===== src/rtl/mseq_pkg.sv =====
package mseq_pkg;
  localparam int unsigned ADDR_W = 9;
  localparam int unsigned CC_W   = 5;
  localparam int unsigned OPC_W  = 4;
  localparam int unsigned DBG_W  = 32;

  // debug word layout
  localparam int unsigned B_PC_LSB   = 0;
  localparam int unsigned B_CC_LSB   = 9;
  localparam int unsigned B_STEP     = 14;
  localparam int unsigned B_SSMODE   = 15;
  localparam int unsigned B_SATA_LSB = 16;
  localparam int unsigned B_SATF     = 25;
  localparam int unsigned B_ZERO     = 31;

  localparam logic [OPC_W-1:0] OPC_SKIP = 4'hF;

  typedef struct packed {
    logic              load;     // enter/stay halted, load pc
    logic              step;     // issue one instruction
    logic              leave;    // leave single-step mode
    logic [ADDR_W-1:0] addr;
  } dbg_ctl_t;
endpackage


===== src/rtl/mseq_skip.sv =====
module mseq_skip #(
  parameter int unsigned DATA_W = 32,
  parameter int unsigned CNT_W  = 10
) (
  input  logic              clk_i,
  input  logic              rst_ni,
  input  logic              issue_i,
  input  logic              is_skip_i,
  input  logic [DATA_W-1:0] cond_i,
  input  logic [DATA_W-1:0] count_i,
  input  logic [DATA_W-1:0] test_i,
  input  logic              advance_i,
  input  logic              flush_i,
  output logic              busy_o
);
  logic [CNT_W-1:0] cnt_q;
  logic [CNT_W-1:0] cnt_ld;
  logic             hit;

  assign hit    = issue_i && is_skip_i && (|(cond_i & test_i));
  assign cnt_ld = (|count_i[DATA_W-1:CNT_W]) ? '1 : count_i[CNT_W-1:0];
  assign busy_o = (cnt_q != '0);

  always_ff @(posedge clk_i or negedge rst_ni) begin
    if (!rst_ni)                cnt_q <= '0;
    else if (flush_i)           cnt_q <= '0;
    else if (hit)               cnt_q <= cnt_ld;
    else if (busy_o && advance_i) cnt_q <= cnt_q - CNT_W'(1);
  end
endmodule


===== src/rtl/mseq_pc.sv =====
module mseq_pc
  import mseq_pkg::*;
#(
  parameter int unsigned PROG_LEN = 512
) (
  input  logic              clk_i,
  input  logic              rst_ni,
  input  logic              tick_i,
  input  logic              ss_mode_i,
  input  dbg_ctl_t          ctl_i,
  output logic [ADDR_W-1:0] pc_o,
  output logic              active_o,
  output logic              last_o
);
  localparam logic [ADDR_W-1:0] LAST = ADDR_W'(PROG_LEN - 1);

  logic [ADDR_W-1:0] pc_q;
  logic              run_q;
  logic              step_q;

  assign active_o = ss_mode_i ? step_q : run_q;
  assign last_o   = (pc_q == LAST);
  assign pc_o     = pc_q;

  always_ff @(posedge clk_i or negedge rst_ni) begin
    if (!rst_ni) begin
      pc_q   <= '0;
      run_q  <= 1'b0;
      step_q <= 1'b0;
    end else if (ctl_i.load) begin
      pc_q   <= ctl_i.addr;
      run_q  <= 1'b0;
      step_q <= 1'b0;
    end else if (ctl_i.step) begin
      run_q  <= 1'b0;
      step_q <= 1'b1;
    end else begin
      if (active_o) begin
        pc_q   <= last_o ? '0 : pc_q + ADDR_W'(1);
        step_q <= 1'b0;
        if (last_o) run_q <= 1'b0;
      end else if (tick_i && !ss_mode_i) begin
        run_q <= 1'b1;
      end
      if (ctl_i.leave) step_q <= 1'b0;
    end
  end
endmodule


===== src/rtl/mseq_dbg.sv =====
module mseq_dbg
  import mseq_pkg::*;
(
  input  logic              clk_i,
  input  logic              rst_ni,
  input  logic              we_i,
  input  logic [DBG_W-1:0]  wdata_i,
  input  logic              sat_i,
  input  logic              valid_i,
  input  logic [ADDR_W-1:0] pc_i,
  input  logic [CC_W-1:0]   cc_i,
  output logic              ss_mode_o,
  output dbg_ctl_t          ctl_o,
  output logic [DBG_W-1:0]  rdata_o,
  output logic              zero_o
);
  logic              ss_q;
  logic              satf_q;
  logic [ADDR_W-1:0] sata_q;
  logic              zero_q;
  logic              unused_wbits;

  assign unused_wbits = ^{wdata_i[30:26], wdata_i[24:16], wdata_i[13:9]};

  always_comb begin
    ctl_o.load  = we_i && wdata_i[B_SSMODE] && !wdata_i[B_STEP];
    ctl_o.step  = we_i && wdata_i[B_SSMODE] && wdata_i[B_STEP];
    ctl_o.leave = we_i && !wdata_i[B_SSMODE];
    ctl_o.addr  = wdata_i[B_PC_LSB +: ADDR_W];
  end

  always_ff @(posedge clk_i or negedge rst_ni) begin
    if (!rst_ni) begin
      ss_q   <= 1'b0;
      satf_q <= 1'b0;
      sata_q <= '0;
      zero_q <= 1'b0;
    end else begin
      zero_q <= we_i && wdata_i[B_ZERO];
      if (we_i) begin
        ss_q <= wdata_i[B_SSMODE];
        if (!wdata_i[B_SATF]) begin
          satf_q <= 1'b0;
          sata_q <= '0;
        end
      end else if (sat_i && valid_i && !satf_q) begin
        satf_q <= 1'b1;
        sata_q <= pc_i;
      end
    end
  end

  always_comb begin
    rdata_o                        = '0;
    rdata_o[B_PC_LSB +: ADDR_W]    = pc_i;
    rdata_o[B_CC_LSB +: CC_W]      = cc_i;
    rdata_o[B_SSMODE]              = ss_q;
    rdata_o[B_SATA_LSB +: ADDR_W]  = sata_q;
    rdata_o[B_SATF]                = satf_q;
  end

  assign ss_mode_o = ss_q;
  assign zero_o    = zero_q;
endmodule


===== src/rtl/mseq_top.sv =====
module mseq_top
  import mseq_pkg::*;
#(
  parameter int unsigned PROG_LEN = 512,
  parameter int unsigned DATA_W   = 32
) (
  input  logic              clk_i,
  input  logic              rst_ni,
  input  logic              tick_i,
  input  logic [OPC_W-1:0]  opcode_i,
  input  logic [DATA_W-1:0] opa_i,
  input  logic [DATA_W-1:0] opx_i,
  input  logic [DATA_W-1:0] opy_i,
  input  logic              sat_i,
  input  logic [CC_W-1:0]   cc_i,
  input  logic              dbg_we_i,
  input  logic [DBG_W-1:0]  dbg_wdata_i,
  output logic [ADDR_W-1:0] pc_o,
  output logic              instr_valid_o,
  output logic [DBG_W-1:0]  dbg_rdata_o,
  output logic              zero_dly_o
);
  localparam int unsigned CNT_W = $clog2(PROG_LEN) + 1;

  dbg_ctl_t          ctl;
  logic              ss_mode;
  logic              active;
  logic              last;
  logic              skip_busy;
  logic [ADDR_W-1:0] pc;

  assign instr_valid_o = active && !skip_busy;
  assign pc_o          = pc;

  mseq_pc #(.PROG_LEN(PROG_LEN)) i_pc (
    .clk_i     (clk_i),
    .rst_ni    (rst_ni),
    .tick_i    (tick_i),
    .ss_mode_i (ss_mode),
    .ctl_i     (ctl),
    .pc_o      (pc),
    .active_o  (active),
    .last_o    (last)
  );

  mseq_skip #(.DATA_W(DATA_W), .CNT_W(CNT_W)) i_skip (
    .clk_i     (clk_i),
    .rst_ni    (rst_ni),
    .issue_i   (instr_valid_o),
    .is_skip_i (opcode_i == OPC_SKIP),
    .cond_i    (opa_i),
    .count_i   (opx_i),
    .test_i    (opy_i),
    .advance_i (active),
    .flush_i   ((active && last) || ctl.load),
    .busy_o    (skip_busy)
  );

  mseq_dbg i_dbg (
    .clk_i     (clk_i),
    .rst_ni    (rst_ni),
    .we_i      (dbg_we_i),
    .wdata_i   (dbg_wdata_i),
    .sat_i     (sat_i),
    .valid_i   (instr_valid_o),
    .pc_i      (pc),
    .cc_i      (cc_i),
    .ss_mode_o (ss_mode),
    .ctl_o     (ctl),
    .rdata_o   (dbg_rdata_o),
    .zero_o    (zero_dly_o)
  );
endmodule


===== config.mk =====
export PLATFORM = sky130hd
export DESIGN_NAME = mseq_top
export DESIGN_NICKNAME = d
export VERILOG_FILES = /design/src/rtl/mseq_pkg.sv /design/src/rtl/mseq_skip.sv /design/src/rtl/mseq_pc.sv /design/src/rtl/mseq_dbg.sv /design/src/rtl/mseq_top.sv
export SDC_FILE = /design/constraint.sdc
export NUM_CORES = 1
export LEC_CHECK = 0
export ABC_CLOCK_PERIOD_IN_PS = 2990
export BUFFER_PORTS_ARGS = -buffer_cell sky130_fd_sc_hd__buf_2
export CORE_MARGIN = 1.5
export CORE_UTILIZATION = 40
export CTS_BUF_LIST = sky130_fd_sc_hd__clkbuf_8
export CTS_CLUSTER_DIAMETER = 40
export CTS_CLUSTER_SIZE = 8
export DETAILED_ROUTE_END_ITERATION = 10
export MAX_ROUTING_LAYER = met4
export PLACE_DENSITY = 0.83
export SLEW_MARGIN = 25
export SYNTH_ARGS = -nofsm -noshare
export SYNTH_HDL_FRONTEND = slang
export SYNTH_SLANG_ARGS = --single-unit

===== constraint.sdc =====
create_clock -name clk_i -period 2.99 [get_ports clk_i]
set_input_delay 0.299 -clock clk_i [delete_from_list [all_inputs] [get_ports clk_i]]
set_output_delay 0.299 -clock clk_i [all_outputs]
set_load 0.02 [all_outputs]

==> results.rst, run 1 <==
.. list-table::
   :header-rows: 1

   * - Metric
     - Value
   * - Die Y-Extent
     - about 77 um
   * - Area used by multi-input combinational logic
     - roughly 0.0011 sq mm
   * - Number of endpoints with negative hold slack in the final report
     - 0
   * - Cells after Synth
     - about 260
   * - Unrepaired setup endpoints after global routing
     - false
   * - Worst Clk Skew
     - approximately 0.0084 ns
   * - Share of final-layout standard cells stronger than drive strength 1
     - 0.434
   * - Total setup violations reported at the end of the flow
     - 0
   * - Final non-filler cell total
     - about 460
   * - Worst-case headroom to the max-slew limit
     - 0.514
   * - Initial Util
     - 0.420
   * - TritonRoute pass-1 iters
     - 4
   * - First-iteration detailed-routing DRC count
     - 166
   * - Number of warnings issued by yosys
     - 0
   * - Port-buffer cells
     - 148
   * - Worst-case hold slack
     - slightly above 0.07 ns
   * - Top cells by instance count after synthesis
     - sky130_fd_sc_hd__dfrtp_1 (33), sky130_fd_sc_hd__nand2_1 (29), sky130_fd_sc_hd__o21ai_0 (24), sky130_fd_sc_hd__buf_4 (23)
   * - Total I/O pin count
     - about 190
   * - Flip-flop and latch area
     - slightly above 800 sq um
   * - Cell count after placement
     - between 400 and 500
   * - Clock tree root buffer cell
     - sky130_fd_sc_hd__clkbuf_8
   * - Vias in the first global route
     - roughly 2400
   * - Maximum VDD drop
     - around 310 uV
   * - Most instantiated flip-flop cell in the synthesis netlist
     - sky130_fd_sc_hd__dfrtp_1
   * - Number of CTS-inserted buffers
     - 5
   * - Max-cap violation count
     - 0
   * - Number of remaining DRC errors
     - 0
   * - Worst Max-Slew Pin Slew
     - 0.729 ns
   * - Largest fanout on the critical path
     - 8
   * - Final worst path period need
     - ~2.8 ns
   * - Kind of end point of the critical path
     - register
   * - Initial antenna violation count
     - 0
   * - Clock Path Buffers
     - 2
   * - Layout Nets
     - around 540
   * - Seq cells post-synth
     - 33
   * - Setup slack of the critical path after layout
     - around 0.18 ns
   * - Synth area leader
     - sky130_fd_sc_hd__dfrtp_1
   * - Static Leak
     - approximately 0.0016 uW
   * - Full die area
     - 0.00589 sq mm
   * - Count of vias placed by the detailed router
     - ~2500
   * - Global-route wire length before repair
     - around 11000 um
   * - GRT Residual Overflow
     - 0
   * - Insertion delay to the later sink of the worst-skew pair
     - approximately 0.28 ns
   * - WL per Instance
     - between 10 and 15 um
   * - Floorplan die width
     - between 70 and 80 um
   * - Number of H-tree levels
     - 2
   * - Detail Placement HPWL
     - about 5700 um
   * - Gp weighted congestion
     - 0.898
   * - Final Cycle Share
     - 0.939
   * - Cells taking the most area after synthesis
     - sky130_fd_sc_hd__dfrtp_1 (38%), sky130_fd_sc_hd__buf_4 (7.9%), sky130_fd_sc_hd__a22oi_1 (6.9%), sky130_fd_sc_hd__o21ai_0 (5.5%), sky130_fd_sc_hd__nand2_1 (5.0%)
   * - Clock tree from TritonCTS
     - built
   * - Total routing usage reported by global routing
     - 0.239
   * - Pin count of the biggest net entering global routing
     - 34
   * - Total Negative Setup Slacks
     - 0 ns
   * - Number of synthesized flops with an enable pin
     - 0
   * - Total detailed-routing wirelength
     - 6800 um
   * - Quantity of hold-fixing buffers added after cts
     - 0
   * - Power per cell area
     - 613 mW/mm^2
   * - Post-Syn Area per Cell
     - 8.46 sq um
   * - DRT antenna net count
     - 0
   * - Arr. time, crit path
     - 2.97 ns
   * - Synthesized cell area
     - between 0.002 and 0.0025 sq mm
   * - Clock sink count
     - 33
   * - Fraction of synthesized cell area taken by the top area cell type
     - 0.380
   * - Endpoint required time on the critical path
     - approximately 3.2 ns
   * - Number of distinct library cells after synthesis
     - between 40 and 50
   * - Core region area
     - 0.00517 sq mm
   * - Register clock-pin slew on the reported worst setup and hold paths
     - roughly 0.07 ns
   * - Worst Setup Path Type
     - reg2reg
   * - Startpoint types
     - register
   * - Slew Viols, Final
     - 0
   * - Diode count
     - 0
   * - Class of the tightest hold or removal check
     - in2async
   * - Share of async-settable or async-resettable flops after synthesis
     - 1.00
   * - Layout filler cell count
     - slightly below 500
   * - Proportion of synthesized chip area in sequential cells
     - 0.380
   * - Via count normalized by instance count
     - 5.42
   * - Total power of the final layout
     - between 1500 and 2000 uW
   * - Post-Place Setup Slack
     - approximately 0.17 ns
   * - Maximum achievable frequency
     - around 360 MHz
   * - Cell with the most instances after synthesis
     - sky130_fd_sc_hd__dfrtp_1
   * - Run status
     - complete, no violations
   * - Std-Cell Rows
     - 26
   * - Synthesis-to-layout area growth
     - 35.8%
-- report_power, final --
| part | switching (uW) | internal (uW) | total, uW | leakage (uW) |
|---|---|---|---|---|
| sequential | 163 | 564 | 727 | 0.000431 |
| clock | 165 | 158 | 323 | 0.0000491 |
| combinational | 433 | 329 | 762 | 0.00108 |
| total | 760 | 1050 | 1810 | 0.00156 |
-- metal layers --
metal | up-vias | routed length (um) | GRT usage
met5 | - | 0 | -
met4 | 0 | 182 | 0.0926
met3 | 18 | 488 | 0.0440
met2 | 132 | 3560 | 0.442
met1 | 1169 | 2570 | 0.250
li1 | 1196 | - | -
-- worst paths after layout --
kind | start | endpoint | slack, ns | cells past startpoint
max in group asynchronous | rst_ni | i_dbg.sata_q[5] | 2.45 | 1
worst max register to register | i_pc.pc_o[0] | i_skip.cnt_q[6] | 0.18 | 10
worst min-delay path | rst_ni | i_dbg.zero_o | 0.07 | 1
worst max-delay path | i_pc.pc_o[0] | i_skip.cnt_q[6] | 0.18 | 10
worst min register to register | i_dbg.sata_q[6] | i_dbg.sata_q[6] | 0.49 | 2
min in group clk_i | dbg_wdata_i[31] | i_dbg.zero_o | 0.23 | 2
-- worst max-delay path, stage by stage (launching register included) --
cell and delay, ns:
sky130_fd_sc_hd__dfrtp_1 0.46, sky130_fd_sc_hd__ha_1 0.26, sky130_fd_sc_hd__and3_1 0.22, sky130_fd_sc_hd__and3_1 0.21, sky130_fd_sc_hd__and3_1 0.20, sky130_fd_sc_hd__ha_1 0.21, sky130_fd_sc_hd__o41ai_2 0.35, sky130_fd_sc_hd__o21ai_1 0.18
sky130_fd_sc_hd__a21oi_2 0.32, sky130_fd_sc_hd__or3_4 0.21, sky130_fd_sc_hd__o41ai_2 0.07
-- cell usage in the layout, fill, tap and decap left out, types with 3 or more instances in the layout --
cell / instances
sky130_fd_sc_hd__buf_4: 7
sky130_fd_sc_hd__nor2_1: 20
sky130_fd_sc_hd__dfrtp_1: 33
sky130_fd_sc_hd__a22oi_1: 20
sky130_fd_sc_hd__nor2b_1: 4
sky130_fd_sc_hd__conb_1: 7
sky130_fd_sc_hd__ha_1: 3
sky130_fd_sc_hd__buf_2: 148
sky130_fd_sc_hd__nand3_1: 12
sky130_fd_sc_hd__and3_1: 4
sky130_fd_sc_hd__nor3b_1: 3
sky130_fd_sc_hd__nor3_1: 6
sky130_fd_sc_hd__nand2_1: 29
sky130_fd_sc_hd__nor4_1: 6
sky130_fd_sc_hd__clkbuf_8: 5
sky130_fd_sc_hd__or4_1: 3
sky130_fd_sc_hd__nand4_1: 5
sky130_fd_sc_hd__o21ai_1: 5
sky130_fd_sc_hd__o21ai_0: 24
sky130_fd_sc_hd__a21oi_1: 10
sky130_fd_sc_hd__inv_1: 5
sky130_fd_sc_hd__o31ai_1: 4
-- flip-flops by register name, summed over array words and instances (netlist names) --
name             cells
i_dbg.zero_o         1
i_pc.run_q           1
i_skip.cnt_q        10
i_dbg.sata_q         9
i_pc.step_q          1
i_pc.pc_o            9
i_dbg.ss_mode_o      1
i_dbg.satf_q         1
-- final cells by class --
type / count / area share
clock inverters: 3 / 0.00466
flip-flops and latches: 33 / 0.280
repair buffers: 155 / 0.269
multi-input cells: 194 / 0.389
inverters: 4 / 0.00508
clock buffers: 5 / 0.0233
well taps: 70 / 0.0296
-- what timing repair did --
action                                  CTS  global route
gates resized for setup                   0             1
endpoints found under the hold margin     0             0
setup buffers                             0             1
endpoints found under the setup margin    0             4
-- per-stage QoR --
stage,instance area [sq um],util
after floorplan,2200,-
after global placement,2860,0.552
after detailed placement,2860,0.552
after CTS,2940,0.568
after global routing,2950,0.571
final,2950,0.571
-- logic make-up (layout without fill, tap and decap cells) --
logic type / Yosys count / count (layout) / share of synthesized area
and+or+nand+nor: 106 / 106 / 0.259
AOI/OAI and AO/OA: 75 / 75 / 0.223
buffers and inverters: 36 / 167 / 0.105
DFF: 33 / 33 / 0.380
adders and majority gates: 3 / 3 / 0.0173
muxes: 2 / 2 / 0.00978
other: 1 / 7 / 0.00172
xor gates and xnor gates: 1 / 1 / 0.00403
No activity file was read; power rests on OpenSTA's default activity.
==> inputs of run 2 (changes only) <==
Settings changed: ABC_CLOCK_PERIOD_IN_PS 2990 to not set, BUFFER_PORTS_ARGS -buffer_cell sky130_fd_sc_hd__buf_2 to not set, CORE_AREA set to 2 2 71 73, CORE_MARGIN 1.5 to not set, CORE_UTILIZATION 40 to not set, DIE_AREA set to 0 0 73 75, DONT_BUFFER_PORTS set to 1, PLACE_DENSITY 0.83 to 0.61.
==> run 2 against run 1 <==
Effect of this change:
- largest power group is now sequential cells
- sequential share of layout area increased by 7.8 points
- routed wire length is 8.3% lower
- non-clock buffer count down 141
- worst setup slack better by 0.048 ns
==> results.rst, run 2 (synthesis results as in run 1) <==
.. list-table::
   :header-rows: 1

   * - Metric
     - Value
   * - Number of endpoints with negative hold slack in the final report
     - 0 (unchanged)
   * - Number of H-tree levels
     - 2 (unchanged)
   * - Clock Path Buffers
     - 2 (unchanged)
   * - Slew Viols, Final
     - 0 (unchanged)
   * - Run status
     - complete, no violations
   * - Maximum VDD drop
     - 221 uV (-30%)
   * - Max-cap violation count
     - 0 (unchanged)
   * - Number of CTS-inserted buffers
     - 5 (unchanged)
   * - Initial antenna violation count
     - 0 (unchanged)
   * - Switching part of the total
     - 0.387 (-0.0327)
   * - Switching power of the nets
     - 723 uW (-4.9%)
   * - Diode count
     - 0 (unchanged)
   * - Detail Placement HPWL
     - 4980 um (-12%)
   * - Synthesis-to-layout area growth
     - 6.10%
   * - Worst Clk Skew
     - 0.00767 ns (-0.000753 ns)
   * - Post-CTS setup-driven buffer insertion count
     - 0 (unchanged)
   * - Arr. time, crit path
     - 2.92 ns (-0.05 ns)
   * - Combinational share of power
     - 0.354 (-0.067)
   * - Total detailed-routing wirelength
     - 6240 um (-8.3%)
   * - Cell count after placement
     - 297 (-35%)
   * - Floorplan die width
     - 73 um (-4.9%)
   * - Class of the tightest hold or removal check
     - in2reg
   * - Static Leak
     - 0.00100 uW (-36%)
   * - Final non-filler cell total
     - 307 (-34%)
   * - Total routing usage reported by global routing
     - 0.226 (-0.0136)
   * - GRT Residual Overflow
     - 0 (unchanged)
   * - Maximum achievable frequency
     - 362 MHz (+1.7%)
   * - WL per Instance
     - 20.3 um (+39%)
   * - Final worst path period need
     - 2.76 ns (-0.0476 ns)
   * - Most frequent cells in the layout
     - sky130_fd_sc_hd__dfrtp_1 (33), sky130_fd_sc_hd__nand2_1 (29), sky130_fd_sc_hd__o21ai_0 (24), sky130_fd_sc_hd__nor2_1 (20), sky130_fd_sc_hd__a22oi_1 (20)
   * - Total power of the final layout
     - 1870 uW (+3.1%)
   * - Global-route wire length before repair
     - 9040 um (-17%)
   * - Number of remaining DRC errors
     - 0 (unchanged)
   * - Gp weighted congestion
     - 0.783 (-13%)
   * - Total Negative Setup Slacks
     - 0 ns (unchanged)
   * - Die Y-Extent
     - 75 um (-2.3%)
   * - Worst-case hold slack
     - 0.120 ns (+0.0483 ns)
   * - Pin count of the biggest net entering global routing
     - 34 (unchanged)
   * - Worst Setup Path Type
     - reg2reg
   * - Insertion delay to the later sink of the worst-skew pair
     - 0.28 ns (about the same)
   * - DRT antenna net count
     - 0 (unchanged)
   * - Initial Util
     - 0.467 (+0.0462)
   * - Startpoint types
     - register
   * - Clock tree from TritonCTS
     - built
   * - Total setup violations reported at the end of the flow
     - 0 (unchanged)
   * - Top reg by flops
     - i_skip.cnt_q
   * - Unrepaired setup endpoints after global routing
     - false
   * - Port-buffer cells
     - 0 (-100%)
   * - Power share of the clock group
     - 0.267 (+0.089)
   * - First-iteration detailed-routing DRC count
     - 140 (-16%)
   * - Core region area
     - 0.00466 sq mm (-9.9%)
   * - Register-to-register setup slack
     - 0.23 ns (+0.05 ns)
   * - Via count normalized by instance count
     - 6.35 (+17%)
   * - Internal power of the cells
     - 1140 uW (+9.0%)
   * - Count of vias placed by the detailed router
     - 1950 (-22%)
   * - Share of total power in sequential cells
     - 0.379 (-0.022)
   * - Full die area
     - 0.00548 sq mm (-7.0%)
   * - Vias in the first global route
     - 1829 (-23%)
   * - Register clock-pin slew on the reported worst setup and hold paths
     - 0.07 ns (about the same)
   * - TritonRoute pass-1 iters
     - 4 (unchanged)
   * - Final Cycle Share
     - 0.924 (-0.0159)
   * - Std-Cell Rows
     - 25 (-3.8%)
   * - Largest fanout on the critical path
     - 8 (unchanged)
   * - Clock sink count
     - 33 (unchanged)
   * - Layout Nets
     - 397 (-26%)
   * - Endpoint required time on the critical path
     - 3.15 ns (about the same)
   * - Max FFs per register
     - 10 (unchanged)
   * - Total I/O pin count
     - 185 (unchanged)
   * - Clock tree root buffer cell
     - sky130_fd_sc_hd__clkbuf_8
   * - Power per cell area
     - 810 mW/mm^2 (+32%)
   * - Kind of end point of the critical path
     - register
   * - Share of final-layout standard cells stronger than drive strength 1
     - 0.119 (-0.315)
   * - Most common cell after layout, fill and taps aside
     - sky130_fd_sc_hd__dfrtp_1
-- run 2: cell count changes in the layout (fill, tap and decap cells not counted), sizes merged --
cell / change
bufinv: +2
inv: -1
clkinv: -1
buf: -142
dlygate4sd3: +1
-- run 2: critical path, cell delays in order (launching register included) --
cell and delay (ns):
sky130_fd_sc_hd__dfrtp_1 0.38, sky130_fd_sc_hd__ha_1 0.23, sky130_fd_sc_hd__and3_1 0.22, sky130_fd_sc_hd__and3_1 0.21
sky130_fd_sc_hd__and3_1 0.19, sky130_fd_sc_hd__ha_1 0.20, sky130_fd_sc_hd__o41ai_1 0.40, sky130_fd_sc_hd__o21ai_1 0.19
sky130_fd_sc_hd__a21oi_2 0.33, sky130_fd_sc_hd__or3_4 0.22, sky130_fd_sc_hd__o41ai_2 0.07
-- run 2: power by group through the flow --
stage / Combinational (uW) / Clock (uW) / Sequential, uW
global route: 736 / 526 / 726
finish: 661 / 500 / 707
global placement: 643 / 0 / 713
floorplan: 521 / 0 / 757
CTS: 663 / 510 / 708
detailed placement: 648 / 0 / 716
-- run 2: final timing paths --
| path | depth (start not counted) | startpoint | to |
|---|---|---|---|
| min reg2reg | 2 | i_skip.cnt_q[1] | i_skip.cnt_q[1] |
| min | 1 | dbg_we_i | i_pc.step_q |
| max reg2reg | 10 | i_pc.pc_o[0] | i_skip.cnt_q[6] |
| max | 10 | i_pc.pc_o[0] | i_skip.cnt_q[6] |
| min in group asynchronous | 2 | rst_ni | i_dbg.sata_q[1] |
| max in group asynchronous | 2 | rst_ni | i_pc.pc_o[3] |
-- run 2: through the flow --
step / area (sq um) / util / setup slack [ns]
after floorplan: 2200 / - / 0.322
after global placement: 2140 / 0.459 / 0.213
after detailed placement: 2140 / 0.459 / 0.248
after CTS: 2300 / 0.494 / 0.214
after global routing: 2310 / 0.495 / 0.0571
final: 2310 / 0.495 / 0.229
-- run 2: repair_timing --
item / CTS / global route
hold buffers: 2 / 0
endpoints found under the setup margin: 0 / 5
resized for setup: 0 / 1
hold endpoints to repair: 33 / 0
-- run 2: metal layers --
layer	global-route usage	wire, um	vias to the layer above
met2	0.368	3100	105
met5	-	0	-
met1	0.265	2530	922
met4	0.0782	113	0
met3	0.0683	495	13
li1	-	-	910
-- run 2: cell type report --
type | count | area [sq um]
clock buffer | 5 | 68.8
timing repair buffer | 14 | 120
multi-input combinational | 194 | 1140
clock inverter | 3 | 65.1
fill | 455 | 2350
sequential | 33 | 826
inverter | 4 | 15.0
tap | 54 | 67.6
==> inputs of run 3 (changes only) <==
Clock period 2.99 ns to 3.1 ns, I/O delays scaled along.
==> run 3 against run 2 <==
Effect of this change:
- critical path depth is the same
- clock power shrank 35%
- non-clock buffer count shrank 2
- sequential share of layout area grew 0.92 points
- via count shrank 1.4%
- worst setup slack gained 0.016 ns
==> results.rst, run 3 (synthesis results as in run 1) <==
.. list-table::
   :header-rows: 1

   * - Metric
     - Value
   * - Initial antenna violation count
     - 0 (unchanged)
   * - Number of CTS-inserted buffers
     - 5 (unchanged)
   * - Max-cap violation count
     - 0 (unchanged)
   * - Final Cycle Share
     - 0.921 (-0.00247)
   * - Switching part of the total
     - 0.432 (+0.0449)
   * - TritonRoute pass-1 iters
     - 4 (unchanged)
   * - Final worst path period need
     - 2.86 ns (+0.0939 ns)
   * - Worst-case hold slack
     - 0.129 ns (+0.00914 ns)
   * - Pin count of the biggest net entering global routing
     - 34 (unchanged)
   * - Vias in the first global route
     - 1783 (-2.5%)
   * - Largest fanout on the critical path
     - 8 (unchanged)
   * - Synthesis-to-layout area growth
     - 3.45%
   * - Diode count
     - 0 (unchanged)
   * - Internal power of the cells
     - 934 uW (-18%)
   * - Total power of the final layout
     - 1650 uW (-12%)
   * - Worst-case headroom to the max-slew limit
     - 0.647
   * - Worst Clk Skew
     - 0.00849 ns (+0.000821 ns)
   * - Die Y-Extent
     - 75 um (unchanged)
   * - Total routing usage reported by global routing
     - 0.223 (-0.00240)
   * - Cell with the most instances on the worst path
     - sky130_fd_sc_hd__and3_1
   * - Number of endpoints with negative hold slack in the final report
     - 0 (unchanged)
   * - Total I/O pin count
     - 185 (unchanged)
   * - Std-Cell Rows
     - 25 (unchanged)
   * - Top reg by flops
     - i_skip.cnt_q
   * - Detail Placement HPWL
     - 4920 um (-1.2%)
   * - Gp weighted congestion
     - 0.777 (-0.70%)
   * - DRT antenna net count
     - 0 (unchanged)
   * - Count of vias placed by the detailed router
     - 1923 (-1.4%)
   * - Unrepaired setup endpoints after global routing
     - false
   * - Via count normalized by instance count
     - 6.30 (-0.74%)
   * - Clock tree from TritonCTS
     - built
   * - GRT Residual Overflow
     - 0 (unchanged)
   * - Layout Nets
     - 395 (-0.50%)
   * - Floorplan die width
     - 73 um (unchanged)
   * - Total Negative Setup Slacks
     - 0 ns (unchanged)
   * - Cell breakdown of the critical path
     - ha_1 > and3_1 > and3_1 > and3_1 > ha_1 > o41ai_1 > o21ai_1 > a21oi_4 > or3_4 > o41ai_2
   * - Max FFs per register
     - 10 (unchanged)
   * - Maximum achievable frequency
     - 350 MHz (-3.3%)
   * - Clock Path Buffers
     - 2 (unchanged)
   * - Power share of the clock group
     - 0.197 (-0.070)
   * - First-iteration detailed-routing DRC count
     - 82 (-41%)
   * - CP max-delay cell
     - sky130_fd_sc_hd__o41ai_1
   * - Class of the tightest hold or removal check
     - in2reg
   * - Post-CTS setup-driven buffer insertion count
     - 0 (unchanged)
   * - Share of total power in sequential cells
     - 0.428 (+0.049)
   * - Area used by multi-input combinational logic
     - 0.00115 sq mm (+0.44%)
   * - Startpoint of the lowest-slack hold path
     - dbg_we_i
   * - Core region area
     - 0.00466 sq mm (unchanged)
   * - Global-route wire length before repair
     - 8970 um (-0.76%)
   * - Clock sink count
     - 33 (unchanged)
   * - Power per cell area
     - 731 mW/mm^2 (-9.7%)
   * - Kind of end point of the critical path
     - register
   * - Full die area
     - 0.00548 sq mm (unchanged)
   * - Number of H-tree levels
     - 2 (unchanged)
   * - Static Leak
     - 0.000967 uW (-3.5%)
   * - Most common cell after layout, fill and taps aside
     - sky130_fd_sc_hd__dfrtp_1
   * - Combinational share of power
     - 0.375 (+0.021)
   * - Switching power of the nets
     - 711 uW (-1.7%)
   * - Initial Util
     - 0.467 (unchanged)
   * - Startpoint types
     - register
   * - Launch instance of the worst register-to-register path
     - i_pc.pc_o[1]
   * - Total setup violations reported at the end of the flow
     - 0 (unchanged)
   * - Flip-flop and latch area
     - 826 sq um (unchanged)
   * - Clock tree root buffer cell
     - sky130_fd_sc_hd__clkbuf_8
   * - Run status
     - complete, no violations
   * - Insertion delay to the later sink of the worst-skew pair
     - 0.29 ns (about the same)
   * - Layout filler cell count
     - 470 (+3.3%)
   * - Port-buffer cells
     - 0 (unchanged)
   * - WL per Instance
     - 20.3 um (+0.12%)
   * - Register clock-pin slew on the reported worst setup and hold paths
     - 0.07 ns (about the same)
   * - Endpoint required time on the critical path
     - 3.26 ns (+0.11 ns)
   * - Delay of the slowest critical-path stage
     - 0.49 ns (+0.09 ns)
   * - Number of remaining DRC errors
     - 0 (unchanged)
   * - Worst Max-Slew Pin Slew
     - roughly 0.53 ns
   * - Most frequent cells in the layout
     - sky130_fd_sc_hd__dfrtp_1 (33), sky130_fd_sc_hd__nand2_1 (29), sky130_fd_sc_hd__o21ai_0 (24), sky130_fd_sc_hd__nor2_1 (20), sky130_fd_sc_hd__a22oi_1 (20)
   * - Critical path origin
     - i_pc.pc_o[1]
   * - Total detailed-routing wirelength
     - 6210 um (-0.53%)
   * - Share of final-layout standard cells stronger than drive strength 1
     - 0.108 (-0.0110)
   * - Maximum VDD drop
     - 190 uV (-14%)
   * - Worst Setup Path Type
     - reg2reg
   * - Arr. time, crit path
     - 3.02 ns (+0.10 ns)
   * - Slew Viols, Final
     - 0 (unchanged)
run 3: cell count changes in the layout (fill, tap and decap cells not counted):
| cell | before | now |
|---|---|---|
| sky130_fd_sc_hd__nor2b_2 | 1 | 0 |
| sky130_fd_sc_hd__bufinv_16 | 2 | 0 |
| sky130_fd_sc_hd__a21oi_2 | 1 | 0 |
| sky130_fd_sc_hd__nor2b_1 | 3 | 4 |
| sky130_fd_sc_hd__clkinv_2 | 1 | 2 |
| sky130_fd_sc_hd__clkinvlp_4 | 0 | 1 |
| sky130_fd_sc_hd__buf_4 | 12 | 10 |
| sky130_fd_sc_hd__a21oi_4 | 0 | 1 |
run 3: area by class of cell:
cell class / instances / area share
clock buffers: 5 / 0.0306
multi-input cells: 194 / 0.511
inverters: 4 / 0.00667
clock inverters: 3 / 0.00779
well taps: 54 / 0.0300
flip-flops and latches: 33 / 0.367
repair buffers: 12 / 0.0467
run 3: layer usage:
layer | up-vias | track usage | routed length (um)
met1 | 909 | 0.266 | 2530
met4 | 0 | 0.0720 | 82
met5 | - | - | 0
met3 | 10 | 0.0562 | 410
met2 | 96 | 0.370 | 3180
li1 | 908 | - | -
run 3: path summary, 6_finish.rpt:
path                              endpoint  slack (ns)  cells after the start
setup / recovery           i_skip.cnt_q[6]        0.24                     10
hold / removal                 i_pc.step_q        0.13                      1
setup reg to reg           i_skip.cnt_q[6]        0.24                     10
hold reg to reg            i_skip.cnt_q[1]        0.51                      2
max in group asynchronous     i_pc.pc_o[6]        2.44                      2
min in group asynchronous  i_skip.cnt_q[4]        0.49                      2
run 3: timing repair:
action | in CTS | in global routing
gates resized for setup | 0 | 1
endpoints found under the setup margin | 0 | 2
hold buffers | 2 | 0
hold endpoints to repair | 33 | 0
run 3: power groups by stage:
stage                     logic [uW]  registers, uW  clock network, uW
after global routing             682            722                352
after detailed placement         601            711                  0
after CTS                        617            703                329
after floorplan                  503            730                  0
final                            617            704                324
after global placement           596            707                  0
run 3: critical path, delay by kind of cell, from the launching register on:
kind                       cells  cell delay [ns]
AOI/OAI and AO/OA              4             1.08
adders and majority gates      2             0.46
DFF                            1             0.40
and+or+nand+nor                4             0.79
run 3: per-stage QoR:
| stage | std cells | setup slack (ns) | instance area [sq um] | utilization |
|---|---|---|---|---|
| after floorplan | 263 | 0.432 | 2200 | - |
| after global placement | 295 | 0.274 | 2130 | 0.456 |
| after detailed placement | 295 | 0.304 | 2130 | 0.456 |
| after CTS | 305 | 0.262 | 2240 | 0.481 |
| after global routing | 305 | 0.0259 | 2250 | 0.483 |
| final | 305 | 0.245 | 2250 | 0.483 |
